===== src/rtl/sysbus_dec_pkg.sv =====
package sysbus_dec_pkg;
  localparam int unsigned BUS_W       = 32;
  localparam int unsigned DEF_PORTS   = 8;
  localparam int unsigned DEF_WIN_LSB = 20;
  localparam logic [BUS_W-1:0] DEF_REGION = 32'h4000_0000;
  localparam logic [DEF_PORTS-1:0] DEF_USED = 8'b0101_1111;
endpackage


===== src/rtl/sbd_window_match.sv =====
module sbd_window_match #(
  parameter int unsigned ADDR_W  = 32,
  parameter int unsigned N_PORTS = 8,
  parameter int unsigned WIN_LSB = 20,
  parameter logic [ADDR_W-1:0] REGION = 32'h4000_0000,
  localparam int unsigned IDX_W  = (N_PORTS > 1) ? $clog2(N_PORTS) : 1,
  localparam int unsigned TAG_LSB = WIN_LSB + IDX_W
) (
  input  logic [ADDR_W-1:WIN_LSB] addr_hi,
  output logic                    hit,
  output logic [IDX_W-1:0]        idx
);
  logic tag_ok;

  always_comb begin
    tag_ok = (addr_hi[ADDR_W-1:TAG_LSB] == REGION[ADDR_W-1:TAG_LSB]);
    idx    = addr_hi[TAG_LSB-1:WIN_LSB];
    hit    = tag_ok && (int'(idx) < int'(N_PORTS));
  end
endmodule


===== src/rtl/sbd_port_fanout.sv =====
module sbd_port_fanout #(
  parameter int unsigned N_PORTS = 8,
  parameter int unsigned DATA_W  = 32,
  parameter int unsigned IDX_W   = 3,
  parameter logic [N_PORTS-1:0] PORT_USED = '1,
  localparam int unsigned P_W = N_PORTS * DATA_W
) (
  input  logic               wen,
  input  logic               ren,
  input  logic               hit,
  input  logic [IDX_W-1:0]   idx,
  input  logic [P_W-1:0]     p_rdata,
  input  logic [N_PORTS-1:0] p_err,
  input  logic [N_PORTS-1:0] p_ack,
  output logic [N_PORTS-1:0] p_wen,
  output logic [N_PORTS-1:0] p_ren,
  output logic [P_W-1:0]     g_rdata,
  output logic [N_PORTS-1:0] g_err,
  output logic [N_PORTS-1:0] g_ack
);
  for (genvar n = 0; n < N_PORTS; n++) begin : g_port
    localparam logic LIVE = PORT_USED[n];
    logic pick;
    assign pick     = LIVE && hit && (idx == IDX_W'(n));
    assign p_wen[n] = wen & pick;
    assign p_ren[n] = ren & pick;
    // unused slots answer with zero data, no error, standing acknowledge
    assign g_rdata[n*DATA_W +: DATA_W] = LIVE ? p_rdata[n*DATA_W +: DATA_W] : '0;
    assign g_err[n] = LIVE ? p_err[n] : 1'b0;
    assign g_ack[n] = LIVE ? p_ack[n] : 1'b1;
  end
endmodule


===== src/rtl/sbd_resp_unit.sv =====
module sbd_resp_unit #(
  parameter int unsigned N_PORTS = 8,
  parameter int unsigned DATA_W  = 32,
  parameter int unsigned IDX_W   = 3,
  localparam int unsigned P_W = N_PORTS * DATA_W
) (
  input  logic               clk,
  input  logic               rst,
  input  logic               start,
  input  logic               hit,
  input  logic [IDX_W-1:0]   idx,
  input  logic [P_W-1:0]     g_rdata,
  input  logic [N_PORTS-1:0] g_err,
  input  logic [N_PORTS-1:0] g_ack,
  output logic [DATA_W-1:0]  m_rdata,
  output logic               m_err,
  output logic               m_ack
);
  logic              busy_q;
  logic              miss_q;
  logic [IDX_W-1:0]  sel_q;
  logic [DATA_W-1:0] pick_data;
  logic              pick_err;
  logic              pick_ack;

  always_comb begin
    pick_data = g_rdata[int'(sel_q)*DATA_W +: DATA_W];
    pick_err  = g_err[sel_q];
    pick_ack  = g_ack[sel_q];
  end

  always_ff @(posedge clk) begin
    if (rst) begin
      busy_q  <= 1'b0;
      miss_q  <= 1'b0;
      sel_q   <= '0;
      m_ack   <= 1'b0;
      m_err   <= 1'b0;
      m_rdata <= '0;
    end else begin
      m_ack   <= 1'b0;
      m_err   <= 1'b0;
      m_rdata <= '0;
      if (!busy_q) begin
        if (start) begin
          busy_q <= 1'b1;
          miss_q <= !hit;
          sel_q  <= idx;
        end
      end else if (miss_q) begin
        busy_q <= 1'b0;
        m_ack  <= 1'b1;
        m_err  <= 1'b1;
      end else if (pick_ack) begin
        busy_q  <= 1'b0;
        m_ack   <= 1'b1;
        m_err   <= pick_err;
        m_rdata <= pick_data;
      end
    end
  end
endmodule


===== src/rtl/sysbus_window_decoder.sv =====
module sysbus_window_decoder
  import sysbus_dec_pkg::*;
#(
  parameter int unsigned ADDR_W  = BUS_W,
  parameter int unsigned DATA_W  = BUS_W,
  parameter int unsigned SEL_W   = DATA_W / 8,
  parameter int unsigned N_PORTS = DEF_PORTS,
  parameter int unsigned WIN_LSB = DEF_WIN_LSB,
  parameter logic [ADDR_W-1:0]  REGION    = DEF_REGION,
  parameter logic [N_PORTS-1:0] PORT_USED = DEF_USED,
  localparam int unsigned IDX_W = (N_PORTS > 1) ? $clog2(N_PORTS) : 1,
  localparam int unsigned P_W   = N_PORTS * DATA_W
) (
  input  logic               clk,
  input  logic               rst,
  input  logic [ADDR_W-1:0]  m_addr,
  input  logic [DATA_W-1:0]  m_wdata,
  input  logic [SEL_W-1:0]   m_sel,
  input  logic               m_wen,
  input  logic               m_ren,
  output logic [DATA_W-1:0]  m_rdata,
  output logic               m_err,
  output logic               m_ack,
  output logic [ADDR_W-1:0]  p_addr,
  output logic [DATA_W-1:0]  p_wdata,
  output logic [SEL_W-1:0]   p_sel,
  output logic [N_PORTS-1:0] p_wen,
  output logic [N_PORTS-1:0] p_ren,
  input  logic [P_W-1:0]     p_rdata,
  input  logic [N_PORTS-1:0] p_err,
  input  logic [N_PORTS-1:0] p_ack
);
  logic               hit;
  logic [IDX_W-1:0]   idx;
  logic [P_W-1:0]     g_rdata;
  logic [N_PORTS-1:0] g_err;
  logic [N_PORTS-1:0] g_ack;

  assign p_addr  = m_addr;
  assign p_wdata = m_wdata;
  assign p_sel   = m_sel;

  sbd_window_match #(
    .ADDR_W(ADDR_W), .N_PORTS(N_PORTS), .WIN_LSB(WIN_LSB), .REGION(REGION)
  ) u_match (
    .addr_hi(m_addr[ADDR_W-1:WIN_LSB]),
    .hit    (hit),
    .idx    (idx)
  );

  sbd_port_fanout #(
    .N_PORTS(N_PORTS), .DATA_W(DATA_W), .IDX_W(IDX_W), .PORT_USED(PORT_USED)
  ) u_fan (
    .wen    (m_wen),
    .ren    (m_ren),
    .hit    (hit),
    .idx    (idx),
    .p_rdata(p_rdata),
    .p_err  (p_err),
    .p_ack  (p_ack),
    .p_wen  (p_wen),
    .p_ren  (p_ren),
    .g_rdata(g_rdata),
    .g_err  (g_err),
    .g_ack  (g_ack)
  );

  sbd_resp_unit #(
    .N_PORTS(N_PORTS), .DATA_W(DATA_W), .IDX_W(IDX_W)
  ) u_resp (
    .clk    (clk),
    .rst    (rst),
    .start  (m_wen | m_ren),
    .hit    (hit),
    .idx    (idx),
    .g_rdata(g_rdata),
    .g_err  (g_err),
    .g_ack  (g_ack),
    .m_rdata(m_rdata),
    .m_err  (m_err),
    .m_ack  (m_ack)
  );
endmodule


===== config.mk =====
export PLATFORM = sky130hd
export DESIGN_NAME = sysbus_window_decoder
export DESIGN_NICKNAME = d
export VERILOG_FILES = /design/src/rtl/sysbus_dec_pkg.sv /design/src/rtl/sbd_window_match.sv /design/src/rtl/sbd_port_fanout.sv /design/src/rtl/sbd_resp_unit.sv /design/src/rtl/sysbus_window_decoder.sv
export SDC_FILE = /design/constraint.sdc
export NUM_CORES = 1
export LEC_CHECK = 0
export ABC_AREA = 1
export ABC_CLOCK_PERIOD_IN_PS = 1700
export BUFFER_PORTS_ARGS = -buffer_cell sky130_fd_sc_hd__buf_2
export CAP_MARGIN = 20
export CORE_AREA = 4 4 177 179
export DETAILED_ROUTE_END_ITERATION = 16
export DIE_AREA = 0 0 181 183
export PLACE_DENSITY = 0.55
export SYNTH_ARGS = -nofsm -noshare
export SYNTH_HDL_FRONTEND = slang
export SYNTH_HIERARCHICAL = 1
export SYNTH_SLANG_ARGS = --single-unit

===== constraint.sdc =====
create_clock -name clk -period 1.7 [get_ports clk]
set_input_delay 0.255 -clock clk [delete_from_list [all_inputs] [get_ports clk]]
set_output_delay 0.255 -clock clk [all_outputs]
set_load 0.005 [all_outputs]

# Yosys cells after proc, flatten, opt, wreduce, memory -nomap -nowiden
# Cells that the tools add are included.
[totals]
in_bits = 344
output_inout_bits = 118
wordCells = 52
regBits = 39
[op_classes]
order_cmp = 1
eq_ne = 6
reduce_logical = 11
n_shift = 1
bitwise = 15
n_mux = 12
[ops]
columns = ["operator", "count"]
rows = [
  ["variable part select 256 x 9 -> 32 bit", 1],
  ["bitwise AND 1 bit", 12],
  ["two-way mux 1 bit", 10],
  ["== test 9 x 8 -> 1 bit (second input constant)", 1],
  ["binary-select mux 1 bit (select 3 bit)", 2],
  ["== test 3 x 2 -> 1 bit (second input constant)", 2],
  ["== test 3 bit (second input constant)", 2],
  ["logical AND 1 bit", 6],
  ["< comparator 3 x 4 -> 1 bit (second input constant)", 1],
  ["OR reduction 4 bit", 1],
  ["== test 3 x 1 -> 1 bit (second input constant)", 1],
  ["zero test 3 bit", 1],
  ["inverter 1 bit", 2],
  ["AND reduction 2 bit", 1],
  ["OR reduction 2 bit", 1],
  ["zero test 1 bit", 1],
  ["bitwise OR 1 bit", 1],
]

# Longest topological paths before layout
# Gate-level depths: netlist of the first run.
[logic_depth]
word_depth = 5
ltp_mapped = 11
depth_no_buf = 8

# By module
# The synthesis of the first run kept the hierarchy.
[by_module_without_submodules]
columns = ["module", "instances", "area_per_inst_um2", "cells_per_inst", "seq_area_each_um2"]
rows = [
  ["sbd_resp_unit", 1, 3814.9, 763, 780.7],
  ["sbd_port_fanout", 1, 2203.4, 309, 0.0],
  ["sysbus_window_decoder", 1, 521.8, 71, 0.0],
  ["sbd_window_match", 1, 57.6, 12, 0.0],
]

# Worst setup path after synthesis of the first run
# Ideal clock, no wire load.
[synth_timing]
kind = "flip-flop to flip-flop"
startpoint = "register u_resp.sel_q[0]"
endpoint = "register u_resp.m_rdata[10]"
period_less_slack_ns = 1.244
setup_time_ns = 0.116
arrival_ns = 1.128
path_stages_with_launch = 12
path_buffers = 3
path_slack_ns = 0.456
required_time_ns = 1.584
cell_sequence = "dfxtp_1 buf_4 buf_8 buf_6 nor2_1 nor2_1 o21ai_1 nand2_1 nand2_1 nand2_1 inv_1 nor2_1"
[synth_via]
elab_chain_cells = 4
word_cells_on_any_way = 5
classes_between = "shift: 1; mux: 2; bitwise: 1; reduce/logical: 1"
[synth_lines]
columns = ["element", "line_no", "rtl"]
rows = [
  ["start: declaration", "sbd_resp_unit.sv:21", "logic [IDX_W-1:0] sel_q;"],
  ["start signal: assignment", "sbd_resp_unit.sv:48", "sel_q <= idx;"],
  ["parallel branches: the longest is 4 deep, another holds variable part select 256 x 9 -> 32 bit", "n/a", ""],
  ["end signal: assignment", "sbd_resp_unit.sv:58", "m_rdata <= pick_data;"],
  ["end: declaration", "sbd_resp_unit.sv:15", "output logic [DATA_W-1:0] m_rdata,"],
]
# Parallel ways; which one is timed is not known. The select of a mux whose other input is x is not followed.
# A chain may end at the register's enable or synchronous reset.

# Final worst setup path of the first run
[layout_timing]
startpoint = "register u_resp.sel_q[0]"
endpoint = "register u_resp.m_err"
[layout_via]
elab_chain_cells = 4
word_cells_on_any_way = 6
classes_between = "mux: 6"
[layout_lines]
columns = ["element", "line_no", "rtl"]
rows = [
  ["binary-select mux 1 bit (select 3 bit), on equally long branches", "sbd_resp_unit.sv:28, sbd_resp_unit.sv:29", ""],
  ["two-way mux 1 bit, on equally long branches", "sbd_resp_unit.sv:28, sbd_resp_unit.sv:29", ""],
  ["two-way mux 1 bit *", "sbd_resp_unit.sv:54", "end else if (pick_ack) begin"],
  ["two-way mux 1 bit *", "sbd_resp_unit.sv:50", "end else if (miss_q) begin"],
  ["end signal: assignment", "sbd_resp_unit.sv:57", "m_err <= pick_err;"],
  ["end: declaration", "sbd_resp_unit.sv:16", "output logic m_err,"],
]
# Mark *: on every way between the ends. The rest lies on a longest branch, timed or not. The select of a mux whose other input is x is not followed.

==> metrics.log, run 1 <==
[metrics] status: complete, no violations
[metrics] number of distinct library cells after synthesis: 22
[metrics] endpoint type of the worst setup path: flip-flop
[metrics] most frequent standard cell in the layout excluding fill and tap cells: sky130_fd_sc_hd__nor2_1
[metrics] worst-skew pair later-pin latency: 290 ps
[metrics] drt wl/cell: 12.4 microns
[metrics] portion of total power attributed to sequential cells: 25.5%
[metrics] largest driver fanout on the critical path: 21
[metrics] pin count of the biggest net entering global routing: 57
[metrics] hold buffer count at CTS: 0
[metrics] adder and majority cell fraction of the synthesized area: 0%
[metrics] area of the mapped netlist: 0.00660 sq mm
[metrics] worst slack, placed: 7.52 ps
[metrics] standard cell core area: 0.0296 sq mm
[metrics] number of instances in the synthesized netlist: 1,155
[metrics] Final setup viols: 0
[metrics] setup repair after global routing missed its margin: false
[metrics] critical path launch point type: flip-flop
[metrics] DRT antenna net count: 0
[metrics] proportion of layout cells with a drive suffix above 1: 28.4%
[metrics] Clock Root Buffer: sky130_fd_sc_hd__clkbuf_16
[metrics] Crit Reg-Reg Endpoint: u_resp/m_err
[metrics] Max Clock Skew: 5.81 ps
[metrics] worst hold-check path type: input pin to flip-flop
[metrics] flip-flop and latch count after synthesis: 39
[metrics] floorplan die width: 181 microns
[metrics] setup tns final: 0 ps
[metrics] number of warnings printed during yosys synthesis: 6
[metrics] total setup buffers inserted after CTS: 0
[metrics] fmax: 638 MHz
[metrics] overall routing resource usage: 10.8%
[metrics] Clock Sinks: 39
[metrics] remaining global-route overflow: 0
[metrics] pins over their slew limit: 0
[metrics] combinational family with the most area after synthesis: buffers and inverters
[metrics] die outline area: 0.0331 sq mm
[metrics] Clock Power Share: 27.5%
[metrics] worst endpoint required time: 1930 ps
[metrics] detailed placer's ending HPWL: 14.9 mm
[metrics] number of ports placed on the die boundary: 462
[metrics] IO Port Bufs: 277
[metrics] number of antenna violations at the first check in global routing: 2
[metrics] aggregate routed wire length: 18.9 mm
[metrics] cell type contributing the most total cell area after synthesis: sky130_fd_sc_hd__buf_4
[metrics] post-synthesis xor/xnor area fraction: 0%
[metrics] TritonCTS clock tree: yes
[metrics] P per Cell Area: 618 mW/mm^2
[metrics] met3 track utilization from global routing: 2.88%
[metrics] worst reg2reg path startpoint: u_resp/sel_q[0]
[metrics] effective utilization at floorplan: 22.3%
[metrics] Sw Ratio: 40.1%
[metrics] ranking of synthesized cells by area: sky130_fd_sc_hd__buf_4 40%, sky130_fd_sc_hd__nor2_1 18%, sky130_fd_sc_hd__dfxtp_1 12%
[metrics] maximum clock insertion buffer count: 2
[metrics] Sequential cell area: 787 sq um
[metrics] multi-input logic area: 0.00297 sq mm
[metrics] wire length of the first global-routing pass: 28.6 mm
[metrics] share of synthesized area occupied by flip-flops and latches: 11.8%
[metrics] launch point of the critical path: u_resp/sel_q[0]
[metrics] share of synthesized cell area in and, or, nand and nor gates: 30.2%
[metrics] share of Yosys cell area claimed by the top area cell type: 40.1%
[metrics] Iteration-0 DRC Markers: 153
[metrics] VDD IR-drop max: 318 uV
[metrics] Worst Reg2Reg Path Length in Cells: 8
[metrics] area fraction in compound gates after synthesis: 10.5%
[metrics] cell depth of the worst hold path: 2
[metrics] post-synthesis mux area share: 0%
[metrics] TritonCTS buffer count: 5
[metrics] post-layout net count: 1,475
[metrics] Global Route met2 Usage: 19.9%
[metrics] critical setup path kind: flip-flop to flip-flop
[metrics] Setup crit end: u_resp/m_err
[metrics] most used cells in the layout excluding fill and tap cells: 308 x sky130_fd_sc_hd__nor2_1, 277 x sky130_fd_sc_hd__buf_2, 191 x sky130_fd_sc_hd__nand2_1
[metrics] arrival time of data at the critical path endpoint: 1800 ps
[metrics] switching pwr: 1.56 mW
[metrics] GR peak layer: met2
[metrics] clock input transition at the sequential cells of the worst setup and hold paths: 60 ps
[metrics] GP Congestion: 0.839
[metrics] met1 track demand over resource in global routing: 11.8%
[metrics] filler cell count: 3,467
[metrics] final setup slack of the worst path: 134 ps
[metrics] Layout Area Growth over Synthesis: -4.48%
[metrics] first-pass iteration count of the detailed router: 5
[metrics] core occupancy in the finished layout: 21.3%
[metrics] via count of the first global-routing pass: 5,375
[metrics] final-report hold violation count: 0
[metrics] via count: 5,705
[metrics] detail-routed via count per cell: 3.75
[metrics] flop2flop setup slack: 130 ps
[metrics] static leakage: 3.62 nW
[metrics] die span in y: 183 microns
[metrics] number of levels in the clock H-tree: 2
[metrics] synthesized area divided by synthesized cell count: 5.71 sq um
[metrics] number of standard-cell rows in the floorplan: 63
[metrics] combinational group share of total power: 47.0%
[metrics] share of the cycle needed by the critical path after routing: 92.1%
[metrics] Power Internal: 2.33 mW
[metrics] count of unresolved DRC violations after routing: 0
[metrics] reported max-cap violation count: 0
[metrics] post-layout minimum cycle time: 1570 ps
[how the worst min path moves through the flow]
stage,from,endpoint,slack (ps)
6_report,rst,u_resp/sel_q[0],200
5_1_grt,rst,u_resp/sel_q[2],190
4_1_cts,rst,u_resp/sel_q[0],180
3_5_place_dp,rst,u_resp/sel_q[0],500
3_3_place_gp,u_resp/miss_q,u_resp/m_err,490
2_1_floorplan,rst,u_resp/sel_q[0],330
[cells in the mapped netlist]
library cell	count
sky130_fd_sc_hd__buf_6	6
sky130_fd_sc_hd__nor2_2	1
sky130_fd_sc_hd__buf_2	19
sky130_fd_sc_hd__inv_1	54
sky130_fd_sc_hd__inv_2	3
sky130_fd_sc_hd__nand3_2	1
sky130_fd_sc_hd__nand3_1	11
sky130_fd_sc_hd__buf_1	10
sky130_fd_sc_hd__nand2_1	191
sky130_fd_sc_hd__nand4_4	1
sky130_fd_sc_hd__buf_4	352
sky130_fd_sc_hd__buf_8	1
sky130_fd_sc_hd__dfxtp_1	39
sky130_fd_sc_hd__clkbuf_1	14
sky130_fd_sc_hd__nor3_1	4
sky130_fd_sc_hd__a211oi_1	3
sky130_fd_sc_hd__nor2_1	310
sky130_fd_sc_hd__a21oi_1	2
sky130_fd_sc_hd__o21ai_1	56
sky130_fd_sc_hd__conb_1	2
sky130_fd_sc_hd__o21ai_0	74
sky130_fd_sc_hd__a31o_2	1
[logic make-up (layout without fill, tap and decap cells)]
group | after synthesis | in the layout
AO/OA/AOI/OAI | 136 | 136
buffers and inverters | 459 | 366
flip-flops | 39 | 39
other | 2 | 73
AND/OR/NAND/NOR | 519 | 519
[flip-flops by register name, summed over array words and instances (netlist names)]
signal          flops
u_resp/m_rdata     32
u_resp/busy_q       1
u_resp/miss_q       1
u_resp/m_err        1
u_resp/sel_q        3
u_resp/m_ack        1
[repair_timing]
item / 4_1_cts / 5_1_grt
gates resized for setup: 1 / 7
cloned: 0 / 0
endpoints found under the setup margin: 1 / 11
[final cells by class]
cell class | instances | share of cell area, %
clock buffers | 8 | 2.48
diodes | 1 | 0.0397
inverters | 57 | 3.43
well taps | 390 | 7.74
repair buffers | 301 | 26.8
flip-flops and latches | 39 | 12.5
multi-input cells | 727 | 47.1
[per-stage QoR]
stage                     instances  area [sq um]  hold WS [ps]  power, mW
after floorplan                1225          6860           333       2.78
after global placement         1514          6130           487       2.85
after detailed placement       1514          6130           504       2.87
after CTS                      1522          6290           178       4.02
after global routing           1523          6300           193       4.33
final                          1523          6300           200       3.90
[power by group through the flow]
stage / Clock, mW / Combinational (mW) / Sequential [mW]
floorplan: 0 / 1.78 / 0.998
global placement: 0 / 1.84 / 1.02
detailed placement: 0 / 1.85 / 1.02
CTS: 1.17 / 1.86 / 0.995
global route: 1.19 / 2.13 / 1.00
finish: 1.07 / 1.83 / 0.994
[per-layer routing]
layer	wire length (microns)	vias up	share of wire [%]
met5	13	-	0.069
met4	595	2	3.1
met3	1350	48	7.1
met2	9420	214	50
met1	7540	2388	40
li1	-	3053	-
[worst max-delay path: stages, from the launching register on]
cell	delay, ps
sky130_fd_sc_hd__dfxtp_4	410
sky130_fd_sc_hd__inv_4	170
sky130_fd_sc_hd__buf_4	260
sky130_fd_sc_hd__nand2_1	90
sky130_fd_sc_hd__nand3_1	70
sky130_fd_sc_hd__nand2_1	40
sky130_fd_sc_hd__o21ai_0	260
sky130_fd_sc_hd__nor2_1	80
sky130_fd_sc_hd__nor2_1	110
Note: power is estimated with default switching activity, not from simulation.
==> run 2: changes to the inputs <==
--- a/config.mk
+++ b/config.mk
@@ -5,14 +5,13 @@
 export SDC_FILE = /design/constraint.sdc
 export NUM_CORES = 1
 export LEC_CHECK = 0
-export ABC_AREA = 1
 export ABC_CLOCK_PERIOD_IN_PS = 1700
 export BUFFER_PORTS_ARGS = -buffer_cell sky130_fd_sc_hd__buf_2
 export CAP_MARGIN = 20
-export CORE_AREA = 4 4 177 179
+export CORE_AREA = 4 4 180 182
 export DETAILED_ROUTE_END_ITERATION = 16
-export DIE_AREA = 0 0 181 183
-export PLACE_DENSITY = 0.55
+export DIE_AREA = 0 0 184 186
+export PLACE_DENSITY = 0.5
 export SYNTH_ARGS = -nofsm -noshare
 export SYNTH_HDL_FRONTEND = slang
 export SYNTH_HIERARCHICAL = 1
==> run 2 against run 1 <==
Against the previous run:
- the flow now finishes with violations (negative setup slack)
- first-iteration DRC count shrank 50%
- power shrank 13%
- fmax shrank 25%
- clock-buffer cell count shrank 3
==> metrics.log, run 2 <==
[metrics] via count: 3,597 (was 5,705)
[metrics] standard cell core area: 0.0306 sq mm (was 0.0296 sq mm)
[metrics] fmax: 481 MHz (was 638 MHz)
[metrics] number of ports placed on the die boundary: 462 (unchanged)
[metrics] Clock Sinks: 39 (unchanged)
[metrics] EDFF count, synth: 0 (unchanged)
[metrics] worst-path cell with the longest stage delay: sky130_fd_sc_hd__or4b_4 (was sky130_fd_sc_hd__dfxtp_4)
[metrics] CP Buf/Inv Count: 2 (unchanged)
[metrics] pins over their slew limit: 0 (unchanged)
[metrics] Final setup viols: 12 (was 0)
[metrics] filler cell count: 3,466 (was 3,467)
[metrics] critical path launch point type: input pin (was flip-flop)
[metrics] async set or reset register ratio after synthesis: 0% (unchanged)
[metrics] number of instances in the synthesized netlist: 596 (was 1,155)
[metrics] effective utilization at floorplan: 18.9% (was 22.3%)
[metrics] number of standard-cell rows in the floorplan: 64 (was 63)
[metrics] via count of the first global-routing pass: 3,653 (was 5,375)
[metrics] GP Congestion: 0.712 (was 0.839)
[metrics] IO Port Bufs: 277 (unchanged)
[metrics] share of the cycle needed by the critical path after routing: 122% (was 92.1%)
[metrics] family with the most delay on the worst path: simple AND/OR/NAND/NOR gates (was buffers and inverters)
[metrics] Largest register FFs: 32 (unchanged)
[metrics] VDD IR-drop max: 481 uV (was 318 uV)
[metrics] largest registers ranked by flip-flop count: u_resp/m_rdata x32, u_resp/sel_q x3 (unchanged)
[metrics] most used cells in the layout excluding fill and tap cells: 275 x sky130_fd_sc_hd__buf_2, 72 x sky130_fd_sc_hd__conb_1, 66 x sky130_fd_sc_hd__mux4_2 (was 308 x sky130_fd_sc_hd__nor2_1, 277 x sky130_fd_sc_hd__buf_2, 191 x sky130_fd_sc_hd__nand2_1)
[metrics] worst-skew pair later-pin latency: 290 ps (about the same)
[metrics] violated checks: negative setup slack
[metrics] TritonCTS buffer count: 5 (unchanged)
[metrics] Layout Area Growth over Synthesis: 3.85% (was -4.48%)
[metrics] worst endpoint required time: 1440 ps (was 1930 ps)
[metrics] TritonCTS clock tree: yes (unchanged)
[metrics] critical setup path kind: input pin to output port (was flip-flop to flip-flop)
[metrics] Most used DFF post-synth: sky130_fd_sc_hd__dfxtp_1 (unchanged)
[metrics] Worst path max stage delay: 530 ps (was 410 ps)
[metrics] Clock Root Buffer: sky130_fd_sc_hd__clkbuf_16 (unchanged)
[metrics] proportion of layout cells with a drive suffix above 1: 66.0% (was 28.4%)
[metrics] die span in y: 186 microns (was 183 microns)
[metrics] arrival time of data at the critical path endpoint: 1820 ps (was 1800 ps)
[metrics] detail-routed via count per cell: 3.52 (was 3.75)
[metrics] detailed placer's ending HPWL: 12.3 mm (was 14.9 mm)
[metrics] number of distinct library cells after synthesis: 30 (was 22)
[metrics] total power draw: 3.39 mW (was 3.90 mW)
[metrics] area of the mapped netlist: 0.00579 sq mm (was 0.00660 sq mm)
[metrics] count of unresolved DRC violations after routing: 0 (unchanged)
[metrics] final-report hold violation count: 0 (unchanged)
[metrics] setup repair after global routing missed its margin: true (was false)
[metrics] most frequent standard cell in the layout excluding fill and tap cells: sky130_fd_sc_hd__buf_2 (was sky130_fd_sc_hd__nor2_1)
[metrics] worst slack, placed: -329 ps (was 7.52 ps)
[metrics] Iteration-0 DRC Markers: 76 (was 153)
[metrics] synthesized area divided by synthesized cell count: 9.72 sq um (was 5.71 sq um)
[metrics] post-layout net count: 969 (was 1,475)
[metrics] Sequential cell area: 790 sq um (was 787 sq um)
[metrics] share of synthesized area occupied by flip-flops and latches: 13.5% (was 11.8%)
[metrics] Placement Cell Area: 0.00551 sq mm (was 0.00613 sq mm)
[metrics] final setup slack of the worst path: -378 ps (was 134 ps)
[metrics] DRT antenna net count: 0 (unchanged)
[metrics] worst hold-check path type: input pin to flip-flop (unchanged)
[metrics] maximum clock insertion buffer count: 2 (unchanged)
[metrics] number of levels in the clock H-tree: 2 (unchanged)
[metrics] static leakage: 2.74 nW (was 3.62 nW)
[metrics] floorplan die width: 184 microns (was 181 microns)
[metrics] top post-synthesis cells by count: 348 x sky130_fd_sc_hd__buf_4, 66 x sky130_fd_sc_hd__mux4_2, 50 x sky130_fd_sc_hd__nor2_1, 39 x sky130_fd_sc_hd__dfxtp_1, 39 x sky130_fd_sc_hd__mux2i_1 (was 352 x sky130_fd_sc_hd__buf_4, 310 x sky130_fd_sc_hd__nor2_1, 191 x sky130_fd_sc_hd__nand2_1, 74 x sky130_fd_sc_hd__o21ai_0, 56 x sky130_fd_sc_hd__o21ai_1)
[metrics] die outline area: 0.0342 sq mm (was 0.0331 sq mm)
[metrics] drt wl/cell: 15.0 microns (was 12.4 microns)
[metrics] Top reg by flops: u_resp/m_rdata (unchanged)
[metrics] endpoint type of the worst setup path: output port (was flip-flop)
[metrics] number of warnings printed during yosys synthesis: 6 (unchanged)
[metrics] flip-flop and latch count after synthesis: 39 (unchanged)
[metrics] hold buffer count at CTS: 0 (unchanged)
[metrics] post-layout minimum cycle time: 2080 ps (was 1570 ps)
[metrics] largest driver fanout on the critical path: 4 (was 21)
[metrics] share of Yosys cell area claimed by the top area cell type: 45.1% (was 40.1%)
[metrics] wire length of the first global-routing pass: 20.3 mm (was 28.6 mm)
[metrics] Max Clock Skew: 3.28 ps (was 5.81 ps)
[metrics] reported max-cap violation count: 0 (unchanged)
[metrics] aggregate routed wire length: 15.3 mm (was 18.9 mm)
[metrics] final instance area: 0.00601 sq mm (was 0.00630 sq mm)
[metrics] first-pass iteration count of the detailed router: 4 (was 5)
[metrics] antenna fix cells: 0 (was 1)
[metrics] remaining global-route overflow: 0 (unchanged)
[metrics] P per Cell Area: 563 mW/mm^2 (was 618 mW/mm^2)
[metrics] cell type contributing the most total cell area after synthesis: sky130_fd_sc_hd__buf_4 (unchanged)
[metrics] ranking of synthesized cells by area: sky130_fd_sc_hd__buf_4 45%, sky130_fd_sc_hd__mux4_2 26%, sky130_fd_sc_hd__dfxtp_1 13% (was sky130_fd_sc_hd__buf_4 40%, sky130_fd_sc_hd__nor2_1 18%, sky130_fd_sc_hd__dfxtp_1 12%)
[metrics] critical-path cell list: buf_6 -> or4b_4 -> nor4_4 -> or3b_4 -> nor2_1 -> buf_2 (was inv_4 -> buf_4 -> nand2_1 -> nand3_1 -> nand2_1 -> o21ai_0 -> nor2_1 -> nor2_1)
[metrics] pin count of the biggest net entering global routing: 44 (was 57)
[metrics] overall routing resource usage: 7.95% (was 10.8%)
[metrics] most frequently used cell type in the post-synthesis netlist: sky130_fd_sc_hd__buf_4 (unchanged)
[metrics] multi-input logic area: 0.00259 sq mm (was 0.00297 sq mm)
[metrics] status: complete, but fails checks (was complete, no violations)
[metrics] number of antenna violations at the first check in global routing: 3 (was 2)
[metrics] clock input transition at the sequential cells of the worst setup and hold paths: 70 ps (was 60 ps)
[run 2: cell count changes in the layout (fill, tap and decap cells not counted), moves of 10 or more]
cell | previous run | this run
sky130_fd_sc_hd__buf_6 | 0 | 10
sky130_fd_sc_hd__nand2_1 | 191 | 2
sky130_fd_sc_hd__mux4_2 | 0 | 66
sky130_fd_sc_hd__mux2i_1 | 0 | 37
sky130_fd_sc_hd__o21ai_0 | 70 | 0
sky130_fd_sc_hd__nor2_1 | 308 | 46
sky130_fd_sc_hd__o21ai_1 | 60 | 0
sky130_fd_sc_hd__inv_1 | 54 | 2
[run 2: worst reg2reg max path, cell delays in order (launching register included)]
cell and delay, ps:
sky130_fd_sc_hd__dfxtp_4 390, sky130_fd_sc_hd__buf_12 130, sky130_fd_sc_hd__buf_6 100, sky130_fd_sc_hd__clkbuf_16 160, sky130_fd_sc_hd__buf_6 100, sky130_fd_sc_hd__mux4_2 500
sky130_fd_sc_hd__mux2i_1 160, sky130_fd_sc_hd__nor2_1 50
[run 2: report_power, final]
group	switching [mW]	internal, mW	leakage (nW)
registers	0.0245	0.952	0.318
logic	0.491	0.779	2.34
clock network	0.454	0.688	0.0812
[run 2: timing repair]
action,CTS,global route
resized for setup,5,26
gates cloned,0,3
pin swaps,6,8
setup buffers,5,9
endpoints found under the setup margin,47,41
[run 2: worst paths after layout]
path                            cells past startpoint             from  slack [ps]                 to
worst min register to register                      2    u_resp/busy_q         570       u_resp/m_err
worst max register to register                      7  u_resp/sel_q[0]          10  u_resp/m_rdata[8]
worst max-delay path                                6       m_addr[27]        -380           p_wen[1]
worst min-delay path                                2              rst         190    u_resp/sel_q[0]
[run 2: final cells by class]
type                            instances  share of cell area, %
Timing Repair Buffer                  323                   32.7
Clock buffer                            5                   2.08
Inverter                                2                  0.125
Multi-Input combinational cell        254                   43.0
Sequential cell                        39                   13.1
Clock inverter                          3                  0.645
Tap cell                              396                   8.24
[run 2: cell families after synthesis]
| logic type | count (synthesis) | share of synthesized area [%] |
|---|---|---|
| compound gates | 6 | 0.778 |
| buf+inv | 373 | 47.5 |
| flops | 39 | 13.5 |
| mux | 106 | 32.6 |
| other cells | 2 | 0.130 |
| simple gates | 70 | 5.49 |
[run 2: metal layers]
| metal | track usage [%] | wire length, microns |
|---|---|---|
| met1 | 8.14 | 5380 |
| met2 | 14.4 | 7880 |
| met3 | 3.69 | 1720 |
| met4 | 2.48 | 299 |
| met5 | 0 | 24 |
[run 2: per-stage QoR]
step / utilization [%] / TNS, ps / instances / hold slack, ps
after global placement: 18.0 / -3830 / 998 / 497
after global routing: 19.7 / -5540 / 1022 / 205
after floorplan: - / -659 / 666 / 324
after detailed placement: 18.0 / -3790 / 998 / 505
after CTS: 18.8 / -2910 / 1011 / 184
final: 19.7 / -3530 / 1022 / 194
